==> src/rtl/lvl_irq_pkg.sv <==
package lvl_irq_pkg;
  localparam int LVL_W  = 3;
  localparam int PRI_W  = 3;
  localparam int RANK_W = 4;
  localparam int REG_W  = 8;

  // Rank 4 is the mid-point; programmable priorities 4..7 move up by one.
  function automatic logic [RANK_W-1:0] rank_of(input logic fixed,
                                                input logic [PRI_W-1:0] pri);
    logic [RANK_W-1:0] r;
    if (fixed)              r = RANK_W'(4);
    else if (pri >= PRI_W'(4)) r = RANK_W'(pri) + RANK_W'(1);
    else                    r = RANK_W'(pri);
    return r;
  endfunction
endpackage

==> src/rtl/lvl_irq_cfg.sv <==
module lvl_irq_cfg
  import lvl_irq_pkg::*;
#(
  parameter int NUM_SRC   = 63,
  parameter int NUM_FIXED = 7,
  parameter int ADDR_W    = 6
) (
  input  logic                     clk,
  input  logic                     rst_n,
  input  logic                     wr_en,
  input  logic [ADDR_W-1:0]        addr,
  input  logic [REG_W-1:0]         wr_data,
  output logic [NUM_SRC*LVL_W-1:0] lvl_flat,
  output logic [NUM_SRC*PRI_W-1:0] pri_flat,
  output logic [REG_W-1:0]         rd_cfg
);
  logic unused_wdata;
  assign unused_wdata = ^wr_data[REG_W-1:LVL_W+PRI_W];

  for (genvar i = 0; i < NUM_SRC; i++) begin : g_src
    if (i < NUM_FIXED) begin : g_fixed
      assign lvl_flat[i*LVL_W +: LVL_W] = LVL_W'(i + 1);
      assign pri_flat[i*PRI_W +: PRI_W] = '0;
    end else begin : g_prog
      logic [LVL_W-1:0] lvl_q, lvl_d;
      logic [PRI_W-1:0] pri_q, pri_d;
      logic             wr_hit;

      assign wr_hit = wr_en && (addr == ADDR_W'(i + 1));

      always_comb begin
        lvl_d = lvl_q;
        pri_d = pri_q;
        if (wr_hit) begin
          lvl_d = wr_data[PRI_W +: LVL_W];
          pri_d = wr_data[PRI_W-1:0];
        end
      end

      always_ff @(posedge clk or negedge rst_n) begin
        if (!rst_n) begin
          lvl_q <= '0;
          pri_q <= '0;
        end else if (wr_hit) begin
          lvl_q <= lvl_d;
          pri_q <= pri_d;
        end
      end

      assign lvl_flat[i*LVL_W +: LVL_W] = lvl_q;
      assign pri_flat[i*PRI_W +: PRI_W] = pri_q;
    end
  end

  always_comb begin
    rd_cfg = '0;
    for (int i = 0; i < NUM_SRC; i++) begin
      if (addr == ADDR_W'(i + 1)) begin
        rd_cfg = {2'b00, lvl_flat[i*LVL_W +: LVL_W], pri_flat[i*PRI_W +: PRI_W]};
      end
    end
  end
endmodule

==> src/rtl/lvl_irq_arb.sv <==
module lvl_irq_arb
  import lvl_irq_pkg::*;
#(
  parameter int NUM_SRC   = 63,
  parameter int NUM_FIXED = 7,
  parameter int ADDR_W    = 6
) (
  input  logic                     clk,
  input  logic                     rst_n,
  input  logic [NUM_SRC-1:0]       irq_req,
  input  logic [NUM_SRC*LVL_W-1:0] lvl_flat,
  input  logic [NUM_SRC*PRI_W-1:0] pri_flat,
  input  logic [LVL_W-1:0]         ack_lvl,
  output logic [LVL_W-1:0]         pend_lvl,
  output logic                     win_hit,
  output logic [ADDR_W-1:0]        win_src,
  output logic [RANK_W-1:0]        win_code
);
  logic [NUM_SRC-1:0] req_q, req_d;
  logic [NUM_SRC-1:0] elig;
  logic [LVL_W-1:0]   src_lvl  [NUM_SRC];
  logic [RANK_W-1:0]  src_rank [NUM_SRC];
  logic [RANK_W-1:0]  src_code [NUM_SRC];

  assign req_d = irq_req;

  always_ff @(posedge clk or negedge rst_n) begin
    if (!rst_n) req_q <= '0;
    else        req_q <= req_d;
  end

  for (genvar i = 0; i < NUM_SRC; i++) begin : g_rank
    localparam bit FIX = (i < NUM_FIXED);
    assign src_lvl[i]  = lvl_flat[i*LVL_W +: LVL_W];
    assign elig[i]     = req_q[i] && (src_lvl[i] != '0);
    assign src_rank[i] = rank_of(FIX, pri_flat[i*PRI_W +: PRI_W]);
    assign src_code[i] = FIX ? RANK_W'(8) : RANK_W'(pri_flat[i*PRI_W +: PRI_W]);
  end

  always_comb begin
    pend_lvl = '0;
    for (int i = 0; i < NUM_SRC; i++) begin
      if (elig[i] && (src_lvl[i] > pend_lvl)) pend_lvl = src_lvl[i];
    end
  end

  always_comb begin
    logic [RANK_W-1:0] best;
    best     = '0;
    win_hit  = 1'b0;
    win_src  = '0;
    win_code = '0;
    for (int i = 0; i < NUM_SRC; i++) begin
      if (elig[i] && (src_lvl[i] == ack_lvl) && (!win_hit || (src_rank[i] > best))) begin
        win_hit  = 1'b1;
        best     = src_rank[i];
        win_src  = ADDR_W'(i + 1);
        win_code = src_code[i];
      end
    end
  end
endmodule

==> src/rtl/lvl_irq_ctrl.sv <==
module lvl_irq_ctrl
  import lvl_irq_pkg::*;
#(
  parameter int NUM_SRC   = 63,
  parameter int NUM_FIXED = 7,
  parameter int VEC_BASE  = 64,
  parameter int SPUR_VEC  = 24,
  localparam int ADDR_W   = $clog2(NUM_SRC + 1)
) (
  input  logic               clk,
  input  logic               rst_n,
  input  logic [NUM_SRC-1:0] irq_req,
  input  logic [ADDR_W-1:0]  reg_addr,
  input  logic               reg_wr,
  input  logic [REG_W-1:0]   reg_wdata,
  output logic [REG_W-1:0]   reg_rdata,
  output logic [LVL_W-1:0]   irq_lvl,
  input  logic               iack_stb,
  input  logic [LVL_W-1:0]   iack_lvl,
  output logic               iack_vld,
  output logic [REG_W-1:0]   iack_vec
);
  logic rst_meta, rst_s;

  always_ff @(posedge clk or negedge rst_n) begin
    if (!rst_n) begin
      rst_meta <= 1'b0;
      rst_s    <= 1'b0;
    end else begin
      rst_meta <= 1'b1;
      rst_s    <= rst_meta;
    end
  end

  logic [NUM_SRC*LVL_W-1:0] lvl_flat;
  logic [NUM_SRC*PRI_W-1:0] pri_flat;
  logic [REG_W-1:0]         rd_cfg;
  logic                     win_hit;
  logic [ADDR_W-1:0]        win_src;
  logic [RANK_W-1:0]        win_code;

  lvl_irq_cfg #(.NUM_SRC(NUM_SRC), .NUM_FIXED(NUM_FIXED), .ADDR_W(ADDR_W)) i_cfg (
    .clk(clk), .rst_n(rst_s), .wr_en(reg_wr), .addr(reg_addr), .wr_data(reg_wdata),
    .lvl_flat(lvl_flat), .pri_flat(pri_flat), .rd_cfg(rd_cfg)
  );

  lvl_irq_arb #(.NUM_SRC(NUM_SRC), .NUM_FIXED(NUM_FIXED), .ADDR_W(ADDR_W)) i_arb (
    .clk(clk), .rst_n(rst_s), .irq_req(irq_req), .lvl_flat(lvl_flat), .pri_flat(pri_flat),
    .ack_lvl(iack_lvl), .pend_lvl(irq_lvl), .win_hit(win_hit), .win_src(win_src),
    .win_code(win_code)
  );

  logic [REG_W-1:0] stat_q, stat_d;
  logic [REG_W-1:0] vec_q, vec_d;
  logic             vld_q, vld_d;

  always_comb begin
    vld_d  = iack_stb;
    vec_d  = vec_q;
    stat_d = stat_q;
    if (iack_stb) begin
      if (win_hit) begin
        vec_d  = REG_W'(VEC_BASE) + REG_W'(win_src);
        stat_d = {1'b0, iack_lvl, win_code};
      end else begin
        vec_d  = REG_W'(SPUR_VEC);
        stat_d = {1'b0, iack_lvl, 4'd0};
      end
    end
  end

  always_ff @(posedge clk or negedge rst_s) begin
    if (!rst_s) begin
      vld_q  <= 1'b0;
      vec_q  <= '0;
      stat_q <= '0;
    end else begin
      vld_q <= vld_d;
      if (iack_stb) begin
        vec_q  <= vec_d;
        stat_q <= stat_d;
      end
    end
  end

  assign iack_vld  = vld_q;
  assign iack_vec  = vec_q;
  assign reg_rdata = (reg_addr == '0) ? stat_q : rd_cfg;
endmodule

==> config.mk <==
export PLATFORM = sky130hd
export DESIGN_NAME = lvl_irq_ctrl
export DESIGN_NICKNAME = d
export VERILOG_FILES = /design/src/rtl/lvl_irq_pkg.sv /design/src/rtl/lvl_irq_cfg.sv /design/src/rtl/lvl_irq_arb.sv /design/src/rtl/lvl_irq_ctrl.sv
export SDC_FILE = /design/constraint.sdc
export NUM_CORES = 2
export LEC_CHECK = 0
export BUFFER_PORTS_ARGS = -buffer_cell sky130_fd_sc_hd__buf_2
export CORE_MARGIN = 1.5
export CORE_UTILIZATION = 50
export CTS_CLUSTER_SIZE = 14
export DETAILED_ROUTE_END_ITERATION = 8
export HOLD_SLACK_MARGIN = 0.12
export PLACE_DENSITY = 0.63
export SYNTH_ARGS = -nofsm -noshare
export SYNTH_HDL_FRONTEND = slang
export SYNTH_SLANG_ARGS = --single-unit
==> constraint.sdc <==
create_clock -name clk -period 119 [get_ports clk]
set_input_delay 0 -clock clk [delete_from_list [all_inputs] [get_ports clk]]
set_output_delay 0 -clock clk [all_outputs]
set_load 0.05 [all_outputs]
======== Word level (Yosys, flattened, before mapping) ========
Index checks and enable logic that the tools add are counted.
storage, ports and cells
  word-level logic and storage cells ...... 1397
  output and inout bits ................... 20
  input bits .............................. 84
  register bits ........................... 417
operators by class
  multiplexer cells ....................... 436
  equality and inequality tests ........... 126
  add/subtract/negate cells ............... 57
  reduce and logical (&&, ||, !) cells .... 480
  magnitude comparators ................... 180
operators with widths
  kind                                           number
  two-way mux 6 bit                              122
  two-way mux 4 bit                              176
  logical AND 1 bit                              299
  adder 3 x 1 -> 4 bit, second input constant    56
  > comparator 4 bit                             55
  two-way mux 3 bit                              67
  == test 6 bit, second input constant           32
  == test 3 bit                                  56
  >= comparator 3 bit, second input constant     56
  > comparator 3 bit                             56
  nonzero test 3 bit                             56
  == test 6 x 5 -> 1 bit, second input constant  16
  two-way mux 1 bit                              65
  logical NOT 1 bit                              62
  logical OR 1 bit                               62
  == test 6 x 4 -> 1 bit, second input constant  8
  > comparator 3 bit, first input constant       9
  == test 6 x 3 -> 1 bit, second input constant  4
  == test 3 bit, first input constant            4
  == test 6 x 2 -> 1 bit, second input constant  2
  two-way mux 5 bit                              2
  adder 7 x 6 -> 8 bit, first input constant     1
  two-way mux 8 bit                              1
  two-way mux 7 bit                              1
  9 further kinds                                11

======== Depth between registers and ports, before layout ========
  depth in word-level cells ............... 253
  depth in mapped cells ................... 571
  gate-level depth less buffers ........... 530

======== By module ========
A second synthesis with hierarchy kept.
second synthesis, totals
  cells, all modules ...................... 5577
  area, all modules ....................... 47917.2 µm²
modules (own cells, without submodules)
  module        cells each  times used  area each (µm²)  sequential area each (µm²)
  lvl_irq_arb   3978        1           29570.9          1576.5
  lvl_irq_cfg   1530        1           17598.1          8408.1
  lvl_irq_ctrl  69          1           748.2            425.4

======== Worst setup path after synthesis ========
OpenSTA, ideal clock, no wires.
  kind .................................... register -> register
  from .................................... register i_arb.req_q[6]
  to ...................................... register vec_q[4] (netlist: iack_vec[4])
  clock period less this slack ............ 88.330 ns
  arrival ................................. 88.204 ns
  stages on the path, launching flop included .. 536
  setup time .............................. 0.126 ns
  setup slack ............................. 30.670 ns
  data required time ...................... 118.874 ns
  buffers on the path ..................... 39
  cells stage by stage .................... dfrtp_1 mux2_4 a21oi_2 nand2_1 ha_1 or3b_2 a21oi_1 a2bb2oi_1 nor2_1 a21o_1 ha_1 and4_1 a21o_1 a21oi_1 and2_1 nor2_1 ha_1 and4_1 (+500 left out) nand2b_1 a21oi_1 a41o_1 a21o_1 buf_6 nor2_1 a21o_1 ha_1 nor2b_1 o21ai_0 nand2b_1 a21oi_1 a41o_1 a21oi_4 nor2_2 and3_1 nand2_1 o32a_1
on the way
  longest elaborated chain between the ends .. 229
  elaborated cells between the ends (all ways) .. 398
  classes of those cells .................. add/sub: 1; order compare: 56; mux: 171; reduce/logical: 170
ends and longest elaborated chain
  element                                                           RTL line            text
  from (decl)                                                       lvl_irq_arb.sv:19   logic [NUM_SRC-1:0] req_q, req_d;
  from (signal assigned)                                            lvl_irq_arb.sv:29   else req_q <= req_d;
  logical AND 1 bit * (2 in series)                                 lvl_irq_arb.sv:54   if (elig[i] && (src_lvl[i] == ack_lvl) && (!win_hit || (src_rank[i] > best))) begin
  two-way mux 3 bit or two-way mux 1 bit (tied branches)            lvl_irq_arb.sv:54
  > comparator 4 x 3 -> 1 bit or logical NOT 1 bit (tied branches)  lvl_irq_arb.sv:54
  logical OR 1 bit                                                  lvl_irq_arb.sv:54
  logical AND 1 bit                                                 lvl_irq_arb.sv:54
  two-way mux 4 bit or two-way mux 1 bit (tied branches)            lvl_irq_arb.sv:54
  > comparator 4 bit or logical NOT 1 bit (tied branches)           lvl_irq_arb.sv:54
  logical OR 1 bit                                                  lvl_irq_arb.sv:54
  (+212 left out)                                                   --
  logical AND 1 bit                                                 lvl_irq_arb.sv:54
  two-way mux 4 bit or two-way mux 1 bit (tied branches)            lvl_irq_arb.sv:54
  > comparator 4 bit or logical NOT 1 bit (tied branches)           lvl_irq_arb.sv:54
  logical OR 1 bit                                                  lvl_irq_arb.sv:54
  logical AND 1 bit                                                 lvl_irq_arb.sv:54
  two-way mux 6 bit                                                 lvl_irq_arb.sv:54
  adder 7 x 6 -> 8 bit                                              lvl_irq_ctrl.sv:63  vec_d = REG_W'(VEC_BASE) + REG_W'(win_src);
  two-way mux 8 bit *                                               lvl_irq_ctrl.sv:62  if (win_hit) begin
  to (signal assigned)                                              lvl_irq_ctrl.sv:80  vec_q <= vec_d;
  to (decl)                                                         lvl_irq_ctrl.sv:54  logic [REG_W-1:0] vec_q, vec_d;
Every way passes the cells marked *; elsewhere a longest branch is shown, timed or not.
A chain may end at the register's enable or synchronous reset.

======== Worst setup path in the final report ========
Same ends and word-level chain as after synthesis.

==> impl_metrics.toml <==
[synthesis]
seq_area_frac_synth_pct = 23.23
synthFlopType = "dfrtp_1"
synthesis.area_sq_um = 44810
ys_types = 125
ys_ff_latch = 416
synth_top_area_share_pct = 23.23
synth_mux_area_share_pct = 10.12
synth_top_area_cell = "dfrtp_1"
synth_xor_area_share_pct = 4.378
ys_top_cells_by_area = "dfrtp_1 23%, ha_1 14%, mux2_2 8.9%"
synth_top_family_by_area = "compound AO/OA/AOI/OAI gates"
synthSimpleGateAreaFrac_pct = 17.80
synth_edf_count = 0
ys.warnings.count = 0
ys_async_sr_fraction_pct = 100.0
netlist_instances = 5366
synthAdderAreaFrac_pct = 13.99
synth_area_per_cell_sq_um = 8.351
synth_compound_area_share_pct = 25.06

[cts]
clockBufferDepth = 3
cts_tree = "done"
clock_latency_ps = 670
h-tree-depth = 2
cts_sinks = 416
post_cts_resized = 0
clkSlewWorstSetupHoldPaths_ps = 60
cts_buffers = 53
post_cts_buffers = 0
cts_root_buf = "clkbuf_16"

[sta]
holdWs_ps = 184.4
hold_viol_final = 0
worst_slack_ps = 8682
maxSlewHeadroom_pct = 14.82
fmax_ghz = 0.009065
setup_tns_ps = 0
skew_ps = 25.69
slew_viol_final = 0
setup_violations = 0
finalCritPeriodShare_pct = 92.70
worst_slew_pin_slew_ps = 1260
rsz0062_at_grt = "no"
post-route-min-period_ps = 110320

[place]
port_buffers = 99
detailed_place_hpwl_microns = 126700
gp_congestion = 1.005
dp_slack_ps = 11460

[floorplanning]
core-area_sq_um = 88650
start_util_pct = 50.55
num_rows = 109
fp.dieH_microns = 302.4
dieArea_sq_um = 91430
chipWidth_microns = 302.4
num_io_pins = 104

[drt]
post_drt_wl_per_cell_microns = 25.09
drt-pass1-iter-count = 9
drt_first_iter_violations = 4286
viasPerCell = 6.470
ant_nets = 0
num_vias = 43220
post-route-drc-count = 2
finalWirelength_microns = 167600

[cells_and_area]
final_nets = 6058
area_delta_synth_final_pct = 10.21
fill_cells = 8401
drive_above_1_share_pct = 13.45
antennaDiodeCount = 0

[global_route]
grt_pass1_vias = 40730
track_usage_pct = 36.09
antenna_found_initial = 3
grt_pass1_wl_microns = 252300
overflow = 0
grt_max_degree = 137

[run]
cap_viol_max_count = 0

[worst_setup_path]
setup.worst_path.start_class = "register"
endpoint_kind = "register"
critPathKind = "register to register"
required_ps = 119550
ff2ff_setup_slack_ps = 8680
arrival_ps = 110870
cp_slowest_cell = "nor3_1"
crit_fanout = 21
critical_path.most_common_cell = "ha_1"
cpLargestDelayFamily = "compound AO/OA/AOI/OAI gates"
max_stage_delay_ps = 750
path_buf_inv = 18

[run_status]
outcome = "complete, but fails checks"
violations = "design-rule violations"

[min_path]
hp-class = "primary input to register"
per-stage QoR:
step / cell area, sq um / instances / util (%)
3_3_place_gp: 46190 / 6447 / 52.10
4_1_cts: 49390 / 6681 / 55.71
3_5_place_dp: 46190 / 6447 / 52.10
5_1_grt: 49390 / 6681 / 55.71
2_1_floorplan: 44820 / 5367 / -
6_report: 49390 / 6681 / 55.71
per-layer routing:
| layer | routed length, microns | global-route usage [%] | share of wire [%] |
|---|---|---|---|
| met2 | 73330 | 55.91 | 44 |
| met1 | 72090 | 49.45 | 43 |
| met3 | 13340 | 5.401 | 8.0 |
| met4 | 8792 | 16.77 | 5.2 |
| met5 | 37 | 0 | 0.022 |
sequential cells by signal (all words and copies together) (netlist names):
register,cells
i_arb.req_q,63
i_cfg.g_src.g_prog.lvl_q,168
i_cfg.g_src.g_prog.pri_q,168
iack_vec,7
iack_vld,1
rst_meta,1
rst_s,1
stat_q,7
worst reg2reg max path: cells and delay by family (launching register included):
kind	cells	cell delay (ps)
adder cells (fa/ha/maj)	56	16040
AND/OR/NAND/NOR	163	30570
buffers and inverters	18	3240
flip-flops	1	480
AO/OA/AOI/OAI	255	56460
multiplexers	8	3420
cells in the mapped netlist (149+ instances only):
cell type,n
nor2_1,359
ha_1,501
a21oi_1,314
o21ai_0,327
o21a_1,149
dfrtp_1,416
nand2_1,497
clkbuf_1,191
nor2b_1,150
inv_1,338
mux2_2,353
xor2_1,172
layout by cell type (no fill, tap or decap), types with 24 or more instances in the layout:
cell / instances
a211oi_1: 51
a21o_1: 77
a21oi_1: 314
a221oi_1: 27
a22oi_1: 53
a311oi_1: 30
a31oi_1: 76
and2_1: 35
and3_1: 63
buf_2: 96
buf_4: 71
clkbuf_16: 53
dfrtp_1: 415
dlygate4sd3_1: 136
ha_1: 501
inv_1: 338
mux2_2: 353
mux2i_1: 50
nand2_1: 497
nand2b_1: 68
nand3_1: 86
nand4_1: 48
nor2_1: 359
nor2b_1: 149
nor3_1: 72
nor4_1: 39
o211ai_1: 54
o21a_1: 149
o21ai_0: 326
o21ai_1: 31
o221ai_1: 24
o22ai_1: 60
o31ai_1: 83
or4_1: 32
xnor2_1: 52
xor2_1: 172
repair_timing:
action | in CTS | in global routing
hold buffers | 136 | 0
hold endpoints to repair | 101 | 0
endpoints found under the setup margin | 0 | 0
kinds of logic (layout without fill, tap and decap cells):
family | Yosys count | after routing
AOI/OAI and AO/OA | 1645 | 1645
xor gates and xnor gates | 224 | 224
adders and majority gates | 501 | 501
buffers and inverters | 594 | 743
DFF | 416 | 416
muxes | 406 | 406
other | 2 | 3
and+or+nand+nor | 1578 | 1578
worst paths after layout:
check / start / endpoint / depth (start not counted)
setup / recovery: i_arb.req_q[6] / iack_vec[4] / 500
hold / removal: iack_stb / iack_vld / 2
setup reg to reg: i_arb.req_q[6] / iack_vec[4] / 500
hold reg to reg: rst_s / iack_vec[3] / 0
max in group asynchronous: rst_s / i_arb.req_q[38] / 2
min in group asynchronous: rst_n / rst_s / 3
final cells by class:
class / count / area (sq um) / area share (%)
tap: 1165 / 1458 / 2.951
clock inverter: 29 / 412.9 / 0.8360
multi-input combinational: 4357 / 32000 / 64.80
inverter: 341 / 1280 / 2.592
sequential: 416 / 10410 / 21.09
timing repair buffer: 304 / 2395 / 4.849
clock buffer: 69 / 1426 / 2.888
Power is left out: the tool's default activity adds up to more than one toggle a clock period on the data nets, which glitch-free logic cannot reach.
